<file path="src/rtl/spk_pkg.sv">
package spk_pkg;
  typedef enum logic [1:0] {
    SZ_BYTE = 2'd0,
    SZ_HALF = 2'd1,
    SZ_WORD = 2'd2,
    SZ_RSVD = 2'd3
  } xfer_size_e;
endpackage

</file>
<file path="src/rtl/spk_lane_pick.sv">
module spk_lane_pick #(
  parameter int DATA_W = 32,
  localparam int NB     = DATA_W / 8,
  localparam int POS_W  = $clog2(NB),
  localparam int HALF_W = DATA_W / 2
) (
  input  logic [POS_W-1:0]  addr,
  input  logic [DATA_W-1:0] data,
  output logic [7:0]        byte_val,
  output logic [HALF_W-1:0] half_val
);
  // byte lane chosen by the full low address, half lane by its top bit
  always_comb begin
    byte_val = data[int'(addr)*8 +: 8];
    half_val = data[int'(addr[POS_W-1])*HALF_W +: HALF_W];
  end
endmodule

</file>
<file path="src/rtl/spk_pack_accum.sv">
module spk_pack_accum
  import spk_pkg::*;
#(
  parameter int DATA_W = 32,
  localparam int NB     = DATA_W / 8,
  localparam int POS_W  = $clog2(NB),
  localparam int HALF_W = DATA_W / 2,
  localparam int HB     = NB / 2
) (
  input  logic              clk,
  input  logic              rst_n,
  input  logic              clear,
  input  logic              fire,
  input  xfer_size_e        size,
  input  logic [7:0]        byte_val,
  input  logic [HALF_W-1:0] half_val,
  input  logic [DATA_W-1:0] word_val,
  output logic              done,
  output logic [DATA_W-1:0] packed_word
);
  logic [POS_W-1:0]  pos_q;
  logic [DATA_W-1:0] acc_q;
  logic [POS_W:0]    inc;
  logic [POS_W:0]    sum;

  always_comb begin
    case (size)
      SZ_BYTE: inc = (POS_W+1)'(1);
      SZ_HALF: inc = (POS_W+1)'(HB);
      default: inc = (POS_W+1)'(NB);
    endcase
    sum  = {1'b0, pos_q} + inc;
    done = fire && ((size == SZ_WORD) || (sum >= (POS_W+1)'(NB)));
  end

  // per-lane merge of the incoming write into the held partial word
  for (genvar j = 0; j < NB; j++) begin : g_lane
    always_comb begin
      if (size == SZ_WORD)
        packed_word[8*j +: 8] = word_val[8*j +: 8];
      else if (size == SZ_BYTE && int'(pos_q) == j)
        packed_word[8*j +: 8] = byte_val;
      else if (size == SZ_HALF && (j / HB) == (int'(pos_q) / HB))
        packed_word[8*j +: 8] = half_val[8*(j % HB) +: 8];
      else
        packed_word[8*j +: 8] = acc_q[8*j +: 8];
    end
  end

  always_ff @(posedge clk or negedge rst_n) begin
    if (!rst_n) begin
      pos_q <= '0;
      acc_q <= '0;
    end else if (clear) begin
      pos_q <= '0;
      acc_q <= '0;
    end else if (fire) begin
      if (done) begin
        pos_q <= '0;
        acc_q <= '0;
      end else begin
        pos_q <= sum[POS_W-1:0];
        acc_q <= packed_word;
      end
    end
  end

  AST_CLEAR_TO_LANE0: assert property (@(posedge clk) disable iff (!rst_n)
    clear |=> (pos_q == '0));
  AST_POS_HOLD: assert property (@(posedge clk) disable iff (!rst_n)
    (!fire && !clear) |=> $stable(pos_q));
  AST_WORD_RESTART: assert property (@(posedge clk) disable iff (!rst_n)
    (fire && !clear && size == SZ_WORD) |=> (pos_q == '0));
endmodule

</file>
<file path="src/rtl/spk_byte_order.sv">
module spk_byte_order #(
  parameter int DATA_W = 32,
  localparam int NB = DATA_W / 8
) (
  input  logic              en,
  input  logic [DATA_W-1:0] din,
  output logic [DATA_W-1:0] dout
);
  logic [DATA_W-1:0] rev;
  for (genvar j = 0; j < NB; j++) begin : g_rev
    assign rev[8*j +: 8] = din[8*(NB-1-j) +: 8];
  end
  assign dout = en ? rev : din;
endmodule

</file>
<file path="src/rtl/spk_err_flag.sv">
module spk_err_flag (
  input  logic clk,
  input  logic rst_n,
  input  logic set,
  input  logic clr,
  output logic flag
);
  always_ff @(posedge clk or negedge rst_n) begin
    if (!rst_n)   flag <= 1'b0;
    else if (set) flag <= 1'b1;
    else if (clr) flag <= 1'b0;
  end

  AST_ERR_STICKY: assert property (@(posedge clk) disable iff (!rst_n)
    (flag && !clr) |=> flag);
  AST_ERR_SET_WINS: assert property (@(posedge clk) disable iff (!rst_n)
    set |=> flag);
  AST_ERR_CLEARS: assert property (@(posedge clk) disable iff (!rst_n)
    (clr && !set) |=> !flag);
endmodule

</file>
<file path="src/rtl/subword_packer.sv">
module subword_packer
  import spk_pkg::*;
#(
  parameter int DATA_W = 32,
  localparam int NB     = DATA_W / 8,
  localparam int POS_W  = $clog2(NB),
  localparam int HALF_W = DATA_W / 2
) (
  input  logic              clk,
  input  logic              rst_n,
  input  logic              clear,
  input  logic              cfg_we,
  input  logic              cfg_swap,
  input  logic              err_clr,
  output logic              err_flag,
  input  logic              wr_valid,
  input  logic [1:0]        wr_size,
  input  logic [POS_W-1:0]  wr_addr,
  input  logic [DATA_W-1:0] wr_data,
  input  logic              out_ready,
  output logic              word_valid,
  output logic [DATA_W-1:0] word_data
);
  xfer_size_e        size;
  logic              size_ok;
  logic              fire;
  logic              busy_hit;
  logic              swap_q;
  logic [7:0]        byte_val;
  logic [HALF_W-1:0] half_val;
  logic              done;
  logic [DATA_W-1:0] packed_word;
  logic [DATA_W-1:0] ordered;

  assign size     = xfer_size_e'(wr_size);
  assign size_ok  = (size != SZ_RSVD);
  assign busy_hit = wr_valid && size_ok && !out_ready;
  assign fire     = wr_valid && size_ok && out_ready && !clear;

  spk_lane_pick #(.DATA_W(DATA_W)) u_pick (
    .addr     (wr_addr),
    .data     (wr_data),
    .byte_val (byte_val),
    .half_val (half_val)
  );

  spk_pack_accum #(.DATA_W(DATA_W)) u_accum (
    .clk         (clk),
    .rst_n       (rst_n),
    .clear       (clear),
    .fire        (fire),
    .size        (size),
    .byte_val    (byte_val),
    .half_val    (half_val),
    .word_val    (wr_data),
    .done        (done),
    .packed_word (packed_word)
  );

  spk_byte_order #(.DATA_W(DATA_W)) u_order (
    .en   (swap_q),
    .din  (packed_word),
    .dout (ordered)
  );

  spk_err_flag u_err (
    .clk   (clk),
    .rst_n (rst_n),
    .set   (busy_hit),
    .clr   (err_clr),
    .flag  (err_flag)
  );

  always_ff @(posedge clk or negedge rst_n) begin
    if (!rst_n)      swap_q <= 1'b1;
    else if (cfg_we) swap_q <= cfg_swap;
  end

  always_ff @(posedge clk or negedge rst_n) begin
    if (!rst_n) begin
      word_valid <= 1'b0;
      word_data  <= '0;
    end else begin
      word_valid <= done;
      if (done) word_data <= ordered;
    end
  end

  AST_ISSUE_NEEDS_READY: assert property (@(posedge clk) disable iff (!rst_n)
    word_valid |-> $past(out_ready && wr_valid));
  AST_BUSY_NO_ISSUE: assert property (@(posedge clk) disable iff (!rst_n)
    (wr_valid && !out_ready) |=> !word_valid);
  AST_BUSY_FLAGS: assert property (@(posedge clk) disable iff (!rst_n)
    busy_hit |=> err_flag);
  AST_RSVD_IGNORED: assert property (@(posedge clk) disable iff (!rst_n)
    (wr_valid && wr_size == 2'd3) |=> !word_valid);
  AST_CLEAR_DROPS: assert property (@(posedge clk) disable iff (!rst_n)
    clear |=> !word_valid);
endmodule

</file>
<file path="config.mk">
export PLATFORM = sky130hd
export DESIGN_NAME = subword_packer
export DESIGN_NICKNAME = d
export VERILOG_FILES = /design/src/rtl/spk_pkg.sv /design/src/rtl/spk_lane_pick.sv /design/src/rtl/spk_pack_accum.sv /design/src/rtl/spk_byte_order.sv /design/src/rtl/spk_err_flag.sv /design/src/rtl/subword_packer.sv
export SDC_FILE = /design/constraint.sdc
export NUM_CORES = 1
export LEC_CHECK = 0
export ABC_AREA = 1
export BUFFER_PORTS_ARGS = -buffer_cell sky130_fd_sc_hd__buf_2
export CORE_UTILIZATION = 50
export CTS_CLUSTER_SIZE = 20
export DETAILED_ROUTE_END_ITERATION = 8
export PLACE_DENSITY = 0.74
export SLEW_MARGIN = 15
export SYNTH_ARGS = -nofsm -noshare
export SYNTH_HDL_FRONTEND = slang
export SYNTH_SLANG_ARGS = --single-unit
</file>
<file path="constraint.sdc">
create_clock -name clk -period 1.9 [get_ports clk]
set_input_delay 0.095 -clock clk [delete_from_list [all_inputs] [get_ports clk]]
set_output_delay 0.095 -clock clk [all_outputs]
set_load 0.01 [all_outputs]
</file>
* Word level (Yosys, flattened, before mapping)
Index checks and enable logic that the tools add are counted.
** Storage, ports and cells
- Bits in registers :: 69
- Input port bits :: 44
- Output and inout port bits :: 34
- Logic and storage cells :: 57
** Operators by class
- $add $sub $neg :: 1
- $lt $le $gt $ge :: 1
- Eq/ne operators :: 6
- Shifts and indexed selects :: 2
- Muxes and demuxes :: 22
- Reductions and logical operators :: 19
** Operators by type and width (count)
- $mux W32 :: 4
- $mux W8 :: 12
- $logic_not A32 Y1 :: 1
- $shiftx A32 B6 Y16 :: 1
- $shiftx A32 B6 Y8 :: 1
- $logic_and A1 B1 Y1 :: 11
- $eq A2 B2 Y1 const B :: 3
- $mux W2 :: 3
- $pmux W3 S2 :: 1
- $eq A2 B1 Y1 const B :: 2
- $logic_not A2 Y1 :: 2
- $reduce_bool A2 Y1 :: 2
- $add A2 B3 Y3 :: 1
- $ge A3 B3 Y1 const B :: 1
- $logic_not A1 Y1 :: 2
- $mux W1 :: 2
- $ne A2 B2 Y1 const B :: 1
- $logic_or A1 B1 Y1 :: 1

* Depth between registers and ports, before layout
Gate-level depths: netlist (run 1).
- Depth after elaboration :: 9
- Gate-level depth with buffers :: 11
- Gate-level depth less buffers :: 10

* Modules after synthesis
Synthesis (run 1) repeated with hierarchy kept, for this count alone.
** Second synthesis, totals
- Cells, all modules :: 850
- Area total of the unflattened synthesis :: 5361.4 um^2
** By module, submodules not included
- spk_pack_accum :: instances 1, cells an instance 485, area each 2817.7 um^2, seq. area each 850.8 um^2
- subword_packer :: instances 1, cells an instance 146, area each 1500.2 um^2, seq. area each 852.1 um^2
- spk_lane_pick :: instances 1, cells an instance 110, area each 509.2 um^2, seq. area each 0.0 um^2
- spk_byte_order :: instances 1, cells an instance 104, area each 494.2 um^2, seq. area each 0.0 um^2
- spk_err_flag :: instances 1, cells an instance 5, area each 40.0 um^2, seq. area each 25.0 um^2

* Worst setup path after synthesis (run 1)
OpenSTA, ideal clock, no wires.
- Path type :: reg-to-reg
- From :: register u_accum.pos_q[0]
- To :: register u_accum.acc_q[22]
- Library setup time :: 0.117 ns
- Arrival time :: 1.677 ns
- Required time :: 1.783 ns
- Path slack :: 0.106 ns
- Stages on the path, launching flop included :: 10
- Path buffers :: 1
- Cell sequence :: dfrtp_1 > ha_1 > fa_1 > nor2_1 > a21oi_1 > nand2_1 > clkinv_1 > buf_6 > nand2_1 > nand2_1
** On the way
- Longest elaborated chain between the ends :: 7
- Elaborated cells between the ends (all ways) :: 11
- Classes of those cells :: add/sub (1); order compare (1); eq/ne (1); mux (5); reduce/logical (3)
** Ends and longest elaborated chain
- from (decl) :: line spk_pack_accum.sv:21 : logic [POS_W-1:0] pos_q;
- from (signal assigned) :: line spk_pack_accum.sv:62 : pos_q <= sum[POS_W-1:0];
- $add A2 B3 Y3 / $eq A2 B2 Y1 (equally long branches) :: line spk_pack_accum.sv:32, spk_pack_accum.sv:41
- $ge A3 B3 Y1 / $logic_and A1 B1 Y1 (equally long branches) :: line spk_pack_accum.sv:33, spk_pack_accum.sv:41
- $logic_or A1 B1 Y1 / $mux W8 (equally long branches) :: line spk_pack_accum.sv:33, spk_pack_accum.sv:41
- $logic_and A1 B1 Y1 / $mux W8 (equally long branches) :: line spk_pack_accum.sv:33, spk_pack_accum.sv:39
- $mux W32 * :: line spk_pack_accum.sv:58 : if (done) begin
- $mux W32 * :: line spk_pack_accum.sv:57 : end else if (fire) begin
- $mux W32 * :: line spk_pack_accum.sv:54 : end else if (clear) begin
- to (signal assigned) :: line spk_pack_accum.sv:63 : acc_q <= packed_word;
- to (decl) :: line spk_pack_accum.sv:22 : logic [DATA_W-1:0] acc_q;
Every way passes the cells marked *; elsewhere a longest branch is shown, timed or not. The select of a mux whose other input is x is not followed.
A chain may end at the register's enable or synchronous reset.

* Worst setup path after layout (run 1)
- From :: register u_accum.pos_q[0]
- To :: register word_data[26]
** On the way
- Longest elaborated chain between the ends :: 5
- Elaborated cells between the ends (all ways) :: 13
- Classes of those cells :: add/sub (1); order compare (1); eq/ne (1); mux (5); reduce/logical (5)
** Ends and longest elaborated chain
- branches (longest 5 deep; another with $add A2 B3 Y3)
- to (signal assigned) :: line subword_packer.sv:85 : if (done) word_data <= ordered;
- to (decl) :: line subword_packer.sv:22 : output logic [DATA_W-1:0] word_data
Several ways; the timed one is not identified.

==> reports/metrics.csv, run 1 <==
stage,metric,value,unit
setup_path,Crit. Startpoint,u_accum.pos_q[0],
clock_tree,H-tree depth,3,
placed_design,hpwl dp,11700,um
final_layout,# diodes,0,
setup_path,Worst setup EP type,flop,
logic_synthesis,"EDFF count, synth",0,
power_and_ir_drop,Power Density,678,mW/mm^2
final_layout,design area,0.00603,mm^2
clock_tree,root buf cell,clkbuf_8,
power_and_ir_drop,Comb power frac,27.0,%
timing,FMAX,534,MHz
floorplanning,die area,0.0106,mm^2
clock_tree,TritonCTS clock tree,yes,
logic_synthesis,synthesized flop and latch total,69,
drt,wire per inst,16.8,um
clock_tree,TritonCTS buffer count,9,
final_layout,total area of sequential cells,0.00173,mm^2
global_route,routing usage on met3,6.78,%
global_route,largest net degree at the start of global routing,52,
drt,Via Count,5694,
setup_path,FF-to-FF End,word_data[26],
global_route,met2 global-route usage,51.2,%
logic_synthesis,asr flop ratio synth,100,%
final_layout,"commonest non-fill, non-tap cell in the layout",nand2_1,
global_route,vias in the first global route,5139,
placed_design,placed instance count,967,
final_layout,area grow syn2layout,18.8,%
logic_synthesis,register area share after synthesis,34.0,%
run_status,status,"complete, no violations",
drt,DRT Pass-1 Iters,5,
final_layout,post-layout util,61.4,%
timing,Slew HR,63.4,%
clock_tree,clk slew on worst S/H paths,80,ps
min_path,hold path start,wr_data[15],
drt,1st-iter DRT viols,527,
clock_tree,CTS Sinks,69,
logic_synthesis,Synth warnings,0,
final_layout,share of layout cells above drive strength 1,23.3,%
logic_synthesis,Synth Net Count,815,
setup_path,worst-case reg-to-reg path depth,9,
placed_design,dpl ws,-33.1,ps
timing,post-layout min period,1870,ps
power_and_ir_drop,Peak VDD IR,0.354,mV
drt,vias per cell,5.75,
setup_path,Worst Path Max Fanout,21,
placed_design,Area after DPL,0.00573,mm^2
placed_design,gpl congestion,0.986,
final_layout,most frequent cells in the layout,"nand2_1, nand3_1, buf_2, dfrtp_1, inv_1",
global_route,busiest layer in global routing,met2,
timing,"Hold Violations, Final",0,
setup_path,"Data required, critical path",2140,ps
timing,Sum Neg Setup Slack,0,ps
global_route,initial antenna violation count,0,
flow_run,max_cap viols,0,
floorplanning,IO Pins,78,
floorplanning,die height,103,um
final_layout,multi-input logic area,0.00294,mm^2
power_and_ir_drop,sw frac,33.5,%
clock_tree,clk buf depth,2,
logic_synthesis,Yosys cell types,25,
global_route,first-pass GRT wire length,26000,um
drt,post-route DRC violation count,0,
clock_tree,worst skew pair latency,360,ps
power_and_ir_drop,register share of total power,42.4,%
placed_design,PortBufs,77,
timing,final setup vio count,0,
min_path,Hold Path Stages,5,
drt,Routed WL,16700,um
drt,remaining antenna violation count,0,
timing,unrepaired setup endpoints after global routing,yes,
power_and_ir_drop,clock share of power,30.5,%
logic_synthesis,Yosys top cell by area,dfrtp_1,
setup_path,startpoint types,flop,
logic_synthesis,synth top area cells,"dfrtp_1, nand2_1, nand3_1",
min_path,Hold WC Path Type,in2reg,
final_layout,# nets final,899,
global_route,gr usage total,32.9,%
global_route,total gr overflow,0,
setup_path,r2r setup slk,30,ps
setup_path,WS Path Type,reg2reg,
logic_synthesis,synthesized cell area,0.00508,mm^2
floorplanning,Initial Util,51.7,%
timing,max-slew violations,0,
logic_synthesis,Syn Inst Count,769,
final_layout,fillers,947,
floorplanning,Die Width,103,um
setup_path,reg2reg start,u_accum.pos_q[0],
timing,setup ws final,28.9,ps
logic_synthesis,ys flop type,dfrtp_1,
logic_synthesis,share of Yosys cell area claimed by the top area cell type,33.5,%
floorplanning,# rows,36,
timing,final critical-path share of the clock period,98.5,%
final_layout,Finished Layout Cells,990,
power_and_ir_drop,sw power,0.00137,W
timing,worst-margin pin slew,549,ps
setup_path,worst path arrival time,2110,ps
logic_synthesis,Post-Syn Area per Cell,6.61,um^2
timing,clock skew,13.9,ps
power_and_ir_drop,Pleak,3.50,nW
global_route,GR Util met1,43.6,%
floorplanning,Core ar.,0.00982,mm^2
power_and_ir_drop,Internal Power,0.00272,W
min_path,Hold Crit Endpoint,u_accum.acc_q[15],
==> sequential cells by signal (all words and copies together), names as in the netlist <==
| register | flops |
|---|---|
| u_err.flag | 1 |
| swap_q | 1 |
| u_accum.pos_q | 2 |
| word_valid | 1 |
| u_accum.acc_q | 32 |
| word_data | 32 |
==> worst max-delay path: stages (launching register included) <==
cell and delay, ps:
dfrtp_1 390, ha_2 200, fa_2 380, nor2_2 110, a21oi_2 60, nor2_4 220
inv_2 100, buf_12 160, nand2_1 70, nand2_1 50
==> cell families (layout without fill, tap and decap cells) <==
family | count (synthesis) | count (layout) | synth area share [%]
flip-flops | 69 | 69 | 34.0
buffers and inverters | 91 | 179 | 8.55
AND/OR/NAND/NOR | 601 | 601 | 56.2
AO/OA/AOI/OAI | 6 | 6 | 0.616
adder cells (fa/ha/maj) | 2 | 2 | 0.640
==> power groups by stage <==
stage               combinational [W]  clock [W]  sequential, W
floorplan                    0.000553          0        0.00183
global placement              0.00105          0        0.00175
detailed placement            0.00107          0        0.00176
CTS                           0.00109    0.00126        0.00173
global route                  0.00123    0.00132        0.00176
finish                        0.00111    0.00125        0.00174
==> per-stage QoR <==
| stage | power [W] | hold slack, ps |
|---|---|---|
| 5_1_grt | 0.00431 | 155 |
| 3_5_place_dp | 0.00283 | 110 |
| 6_report | 0.00409 | 116 |
| 4_1_cts | 0.00408 | 117 |
| 2_1_floorplan | 0.00239 | -201 |
| 3_3_place_gp | 0.00281 | 96.5 |
==> synthesized netlist by cell type (2+ instances only) <==
| cell type | instances |
|---|---|
| inv_1 | 41 |
| nand3_2 | 38 |
| nand3_4 | 2 |
| nor2_4 | 6 |
| nor2_2 | 2 |
| o21ai_0 | 4 |
| nand2_2 | 11 |
| buf_6 | 4 |
| inv_4 | 4 |
| clkbuf_1 | 10 |
| buf_4 | 3 |
| nor2_1 | 2 |
| inv_2 | 4 |
| nand2_1 | 336 |
| dfrtp_1 | 68 |
| buf_1 | 3 |
| buf_2 | 20 |
| nand3_1 | 204 |
==> how the worst max path moves through the flow <==
stage,to,slack (ps),cells past startpoint
after global routing,word_data[10],-30,9
final,word_data[26],30,9
after CTS,word_data[26],8,9
after floorplan,u_accum.acc_q[22],110,9
after detailed placement,u_accum.acc_q[10],-30,9
after global placement,word_data[9],10,9
==> layout make-up <==
class	count	share of cell area [%]
multi-input cells	609	48.7
flip-flops and latches	69	28.6
repair buffers	114	13.3
inverters	50	3.30
well taps	133	2.76
clock buffers	11	2.51
clock inverters	4	0.788
==> repair_timing <==
action                                 in CTS  in global routing
setup endpoints to repair                  63                 64
buffers inserted                            1                  2
pin swaps                                   1                  5
resized for setup                           1                  8
hold buffers                                5                  0
endpoints found under the hold margin      20                  0
==> metal layers <==
layer | part of all wire (%) | up-vias
met2 | 45 | 359
met1 | 40 | 2611
met3 | 11 | 61
met4 | 4.0 | 0
met5 | 0 | -
li1 | - | 2663
(Power assumes the default switching activity.)
==> inputs of run 2 (changes only) <==
Settings changed: ABC_AREA 1 to 0, CORE_UTILIZATION 50 to 30, PLACE_DENSITY 0.74 to not set.
==> run 2 against run 1 <==
Effect of this change: the flow now finishes with violations (negative setup slack); critical path type unchanged; clock-buffer cell count unchanged; largest cell class unchanged; maximum frequency is 6.9% lower; area after synthesis fell by 13%; sequential share of layout area barely moved; total power rose by 20%; via count decreased by 26%; worst setup slack got worse by 140 ps; combinational power about the same; non-clock buffer count grew 12; die area is 44% higher; critical path depth is 3 lower.
==> reports/metrics.csv, run 2 <==
stage,metric,value,unit,change
final_layout,area grow syn2layout,36.1,%,was 18.8%
placed_design,dpl ws,-156,ps,was -33.1 ps
logic_synthesis,"EDFF count, synth",0,,unchanged
logic_synthesis,"count leader, synth",dfrtp_1,,was nand2_1
logic_synthesis,simple-gate portion of the synthesized area,10.5,%,was 56.2%
run_status,status,finished with violations,,"was complete, no violations"
floorplanning,Die Width,124,um,was 103 um
placed_design,Area after DPL,0.00520,mm^2,was 0.00573 mm^2
timing,final critical-path share of the clock period,106,%,was 98.5%
logic_synthesis,largest family of logic cells by synthesized area,compound AO/OA/AOI/OAI gates,,was simple AND/OR/NAND/NOR gates
setup_path,startpoint types,flop,,unchanged
global_route,routing usage on met3,3.37,%,was 6.78%
timing,max-slew violations,0,,unchanged
clock_tree,H-tree depth,3,,unchanged
setup_path,worst path arrival time,2270,ps,was 2110 ps
global_route,met2 global-route usage,33.0,%,was 51.2%
power_and_ir_drop,Peak VDD IR,0.487,mV,was 0.354 mV
drt,DRT Pass-1 Iters,5,,unchanged
logic_synthesis,xor/xnor cell area share of the yosys netlist,0,%,unchanged
logic_synthesis,ys flop type,dfrtp_1,,unchanged
drt,wire per inst,21.4,um,was 16.8 um
global_route,busiest layer in global routing,met2,,unchanged
clock_tree,TritonCTS clock tree,yes,,unchanged
timing,"Hold Violations, Final",0,,unchanged
setup_path,WS Path Type,reg2reg,,unchanged
global_route,initial antenna violation count,1,,was 0
setup_path,CP max stage delay,430,ps,was 390 ps
logic_synthesis,Syn Inst Count,431,,was 769
logic_synthesis,Synth Net Count,477,,was 815
setup_path,worst-case reg-to-reg path depth,6,,was 9
global_route,GR Util met1,26.8,%,was 43.6%
floorplanning,Core ar.,0.0145,mm^2,was 0.00982 mm^2
min_path,hold path start,wr_valid,,was wr_data[15]
clock_tree,clk slew on worst S/H paths,60,ps,was 80 ps
logic_synthesis,synthesized cell area,0.00443,mm^2,was 0.00508 mm^2
placed_design,PortBufs,77,,unchanged
final_layout,# diodes,0,,unchanged
setup_path,r2r setup slk,-110,ps,was 30 ps
logic_synthesis,mux share of post-synthesis cell area,16.8,%,was 0%
final_layout,share of layout cells above drive strength 1,46.6,%,was 23.3%
flow_run,max_cap viols,0,,unchanged
logic_synthesis,Synth warnings,0,,unchanged
timing,unrepaired setup endpoints after global routing,yes,,unchanged
drt,remaining antenna violation count,0,,unchanged
final_layout,"commonest non-fill, non-tap cell in the layout",buf_2,,was nand2_1
power_and_ir_drop,Tot Pwr,0.00490,W,was 0.00409 W
final_layout,Largest regs,"u_accum.acc_q x32, word_data x32, u_accum.pos_q x2",,unchanged
global_route,largest net degree at the start of global routing,50,,was 52
floorplanning,die area,0.0153,mm^2,was 0.0106 mm^2
power_and_ir_drop,Power Density,813,mW/mm^2,was 678 mW/mm^2
drt,Via Count,4205,,was 5694
power_and_ir_drop,Pleak,2.50,nW,was 3.50 nW
setup_path,reg2reg start,u_accum.pos_q[0],,unchanged
logic_synthesis,Yosys cell types,50,,was 25
logic_synthesis,asr flop ratio synth,100,%,unchanged
drt,1st-iter DRT viols,311,,was 527
global_route,vias in the first global route,4201,,was 5139
logic_synthesis,Post-Syn Area per Cell,10.3,um^2,was 6.61 um^2
setup_path,"slowest stage cell, crit path",fa_2,,was dfrtp_1
clock_tree,TritonCTS buffer count,9,,unchanged
final_layout,design area,0.00603,mm^2,about the same
drt,Routed WL,15500,um,was 16700 um
timing,worst-margin pin slew,686,ps,was 549 ps
setup_path,Crit path buffers/inverters,2,,unchanged
final_layout,# nets final,582,,was 899
min_path,Hold Path Stages,3,,was 5
final_layout,most frequent cells in the layout,"buf_2, dfrtp_1, nand2_1, mux2_2, o211ai_1",,"was nand2_1, nand3_1, buf_2, dfrtp_1, inv_1"
drt,post-route DRC violation count,0,,unchanged
setup_path,CP top delay family,adder cells,,unchanged
placed_design,gpl congestion,0.847,,was 0.986
run_status,failing checks,negative setup slack,,
setup_path,"Data required, critical path",2160,ps,was 2140 ps
timing,Slew HR,54.2,%,was 63.4%
timing,final setup vio count,64,,was 0
timing,FMAX,497,MHz,was 534 MHz
logic_synthesis,register area share after synthesis,39.0,%,was 34.0%
timing,post-layout min period,2010,ps,was 1870 ps
logic_synthesis,share of Yosys cell area claimed by the top area cell type,38.4,%,was 33.5%
timing,clock skew,6.51,ps,was 13.9 ps
logic_synthesis,adder-cell share of the synthesized area,0.734,%,was 0.640%
floorplanning,# rows,44,,was 36
final_layout,fillers,1401,,was 947
setup_path,Worst setup EP type,flop,,unchanged
timing,Sum Neg Setup Slack,-3940,ps,was 0 ps
min_path,Hold WC Path Type,in2reg,,unchanged
global_route,total gr overflow,0,,unchanged
clock_tree,root buf cell,clkbuf_16,,was clkbuf_8
clock_tree,clk buf depth,2,,unchanged
global_route,first-pass GRT wire length,22800,um,was 26000 um
drt,vias per cell,5.80,,was 5.75
setup_path,Crit. Startpoint,u_accum.pos_q[0],,unchanged
logic_synthesis,synthesized flop and latch total,69,,unchanged
floorplanning,die height,124,um,was 103 um
logic_synthesis,synth top area cells,"dfrtp_1, mux2_2, a211oi_1",,"was dfrtp_1, nand2_1, nand3_1"
setup_path,CP Cell Sequence,ha_2 > fa_2 > buf_6 > or3_4 > buf_12 > o21ai_1,,was ha_2 > fa_2 > nor2_2 > a21oi_2 > nor2_4 > inv_2 > buf_12 > nand2_1 > nand2_1
logic_synthesis,Yosys top cell by area,dfrtp_1,,unchanged
min_path,Hold Crit Endpoint,u_err.flag,,was u_accum.acc_q[15]
clock_tree,worst skew pair latency,340,ps,was 360 ps
placed_design,hpwl dp,10100,um,was 11700 um
logic_synthesis,compound-gate portion of the synthesized area,28.1,%,was 0.616%
logic_synthesis,Commonest cells post-synth,"dfrtp_1, nand2_1, o21ai_0",,"was nand2_1, nand3_1, dfrtp_1"
timing,setup ws final,-110,ps,was 28.9 ps
clock_tree,CTS Sinks,69,,unchanged
global_route,gr usage total,20.2,%,was 32.9%
setup_path,Worst Path Max Fanout,16,,was 21
floorplanning,IO Pins,78,,unchanged
setup_path,FF-to-FF End,u_accum.acc_q[8],,was word_data[26]
floorplanning,Initial Util,30.6,%,was 51.7%
run 2: what timing repair did:
item / in CTS / in global routing
resized for setup: 30 / 66
endpoints found under the hold margin: 21 / 0
gates cloned: 1 / 3
setup endpoints to repair: 62 / 64
setup buffers: 7 / 4
pin swaps: 13 / 14
hold buffers: 4 / 0
run 2: cell families after synthesis:
logic type | count (synthesis)
compound gates | 175
simple gates | 92
flops | 69
mux | 56
fa+ha+maj | 2
buf+inv | 37
run 2: worst reg2reg max path, stage by stage (launching register included):
cell and delay, ps:
dfrtp_1 390, ha_2 210, fa_2 430, buf_6 140, or3_4 420, buf_12 190, o21ai_1 140
run 2: where the power goes:
part	internal, W	leakage, nW	switching [W]	total (W)
Sequential	0.00165	0.904	0.000109	0.00176
Clock	0.00136	0.172	0.000675	0.00203
Combinational	0.000492	1.42	0.000616	0.00111
Total	0.00350	2.50	0.00140	0.00490
run 2: worst max-delay path by stage:
stage                              to  slack (ps)  cells after the start
global route        u_accum.acc_q[24]        -150                      6
global placement        word_data[24]         -50                      7
CTS                     word_data[11]        -100                      8
floorplan               word_data[20]          -1                     11
detailed placement      word_data[11]        -160                      7
finish               u_accum.acc_q[8]        -110                      6
run 2: area by class of cell:
| type | count | area, um^2 | area share [%] |
|---|---|---|---|
| Timing Repair Buffer | 126 | 973 | 16.1 |
| Inverter | 4 | 20.0 | 0.332 |
| Clock buffer | 11 | 253 | 4.19 |
| Sequential cell | 69 | 1730 | 28.7 |
| Multi-Input combinational cell | 325 | 2710 | 45.0 |
| Tap cell | 184 | 230 | 3.82 |
| Timing Repair inverter | 1 | 6.26 | 0.104 |
| Clock inverter | 5 | 106 | 1.76 |
run 2: stage by stage:
stage               cells  hold slack (ps)  util [%]
floorplan             431             -201         -
global placement      691             95.8      35.9
detailed placement    691              105      35.9
CTS                   719             59.6      39.9
global route          725             90.6      41.6
finish                725             64.1      41.6
run 2: layer usage:
metal  wire length [um]  up-vias
li1                   -     1873
met1               6810     2118
met2               7320      177
met3                942       37
met4                422        0
met5                  0        -
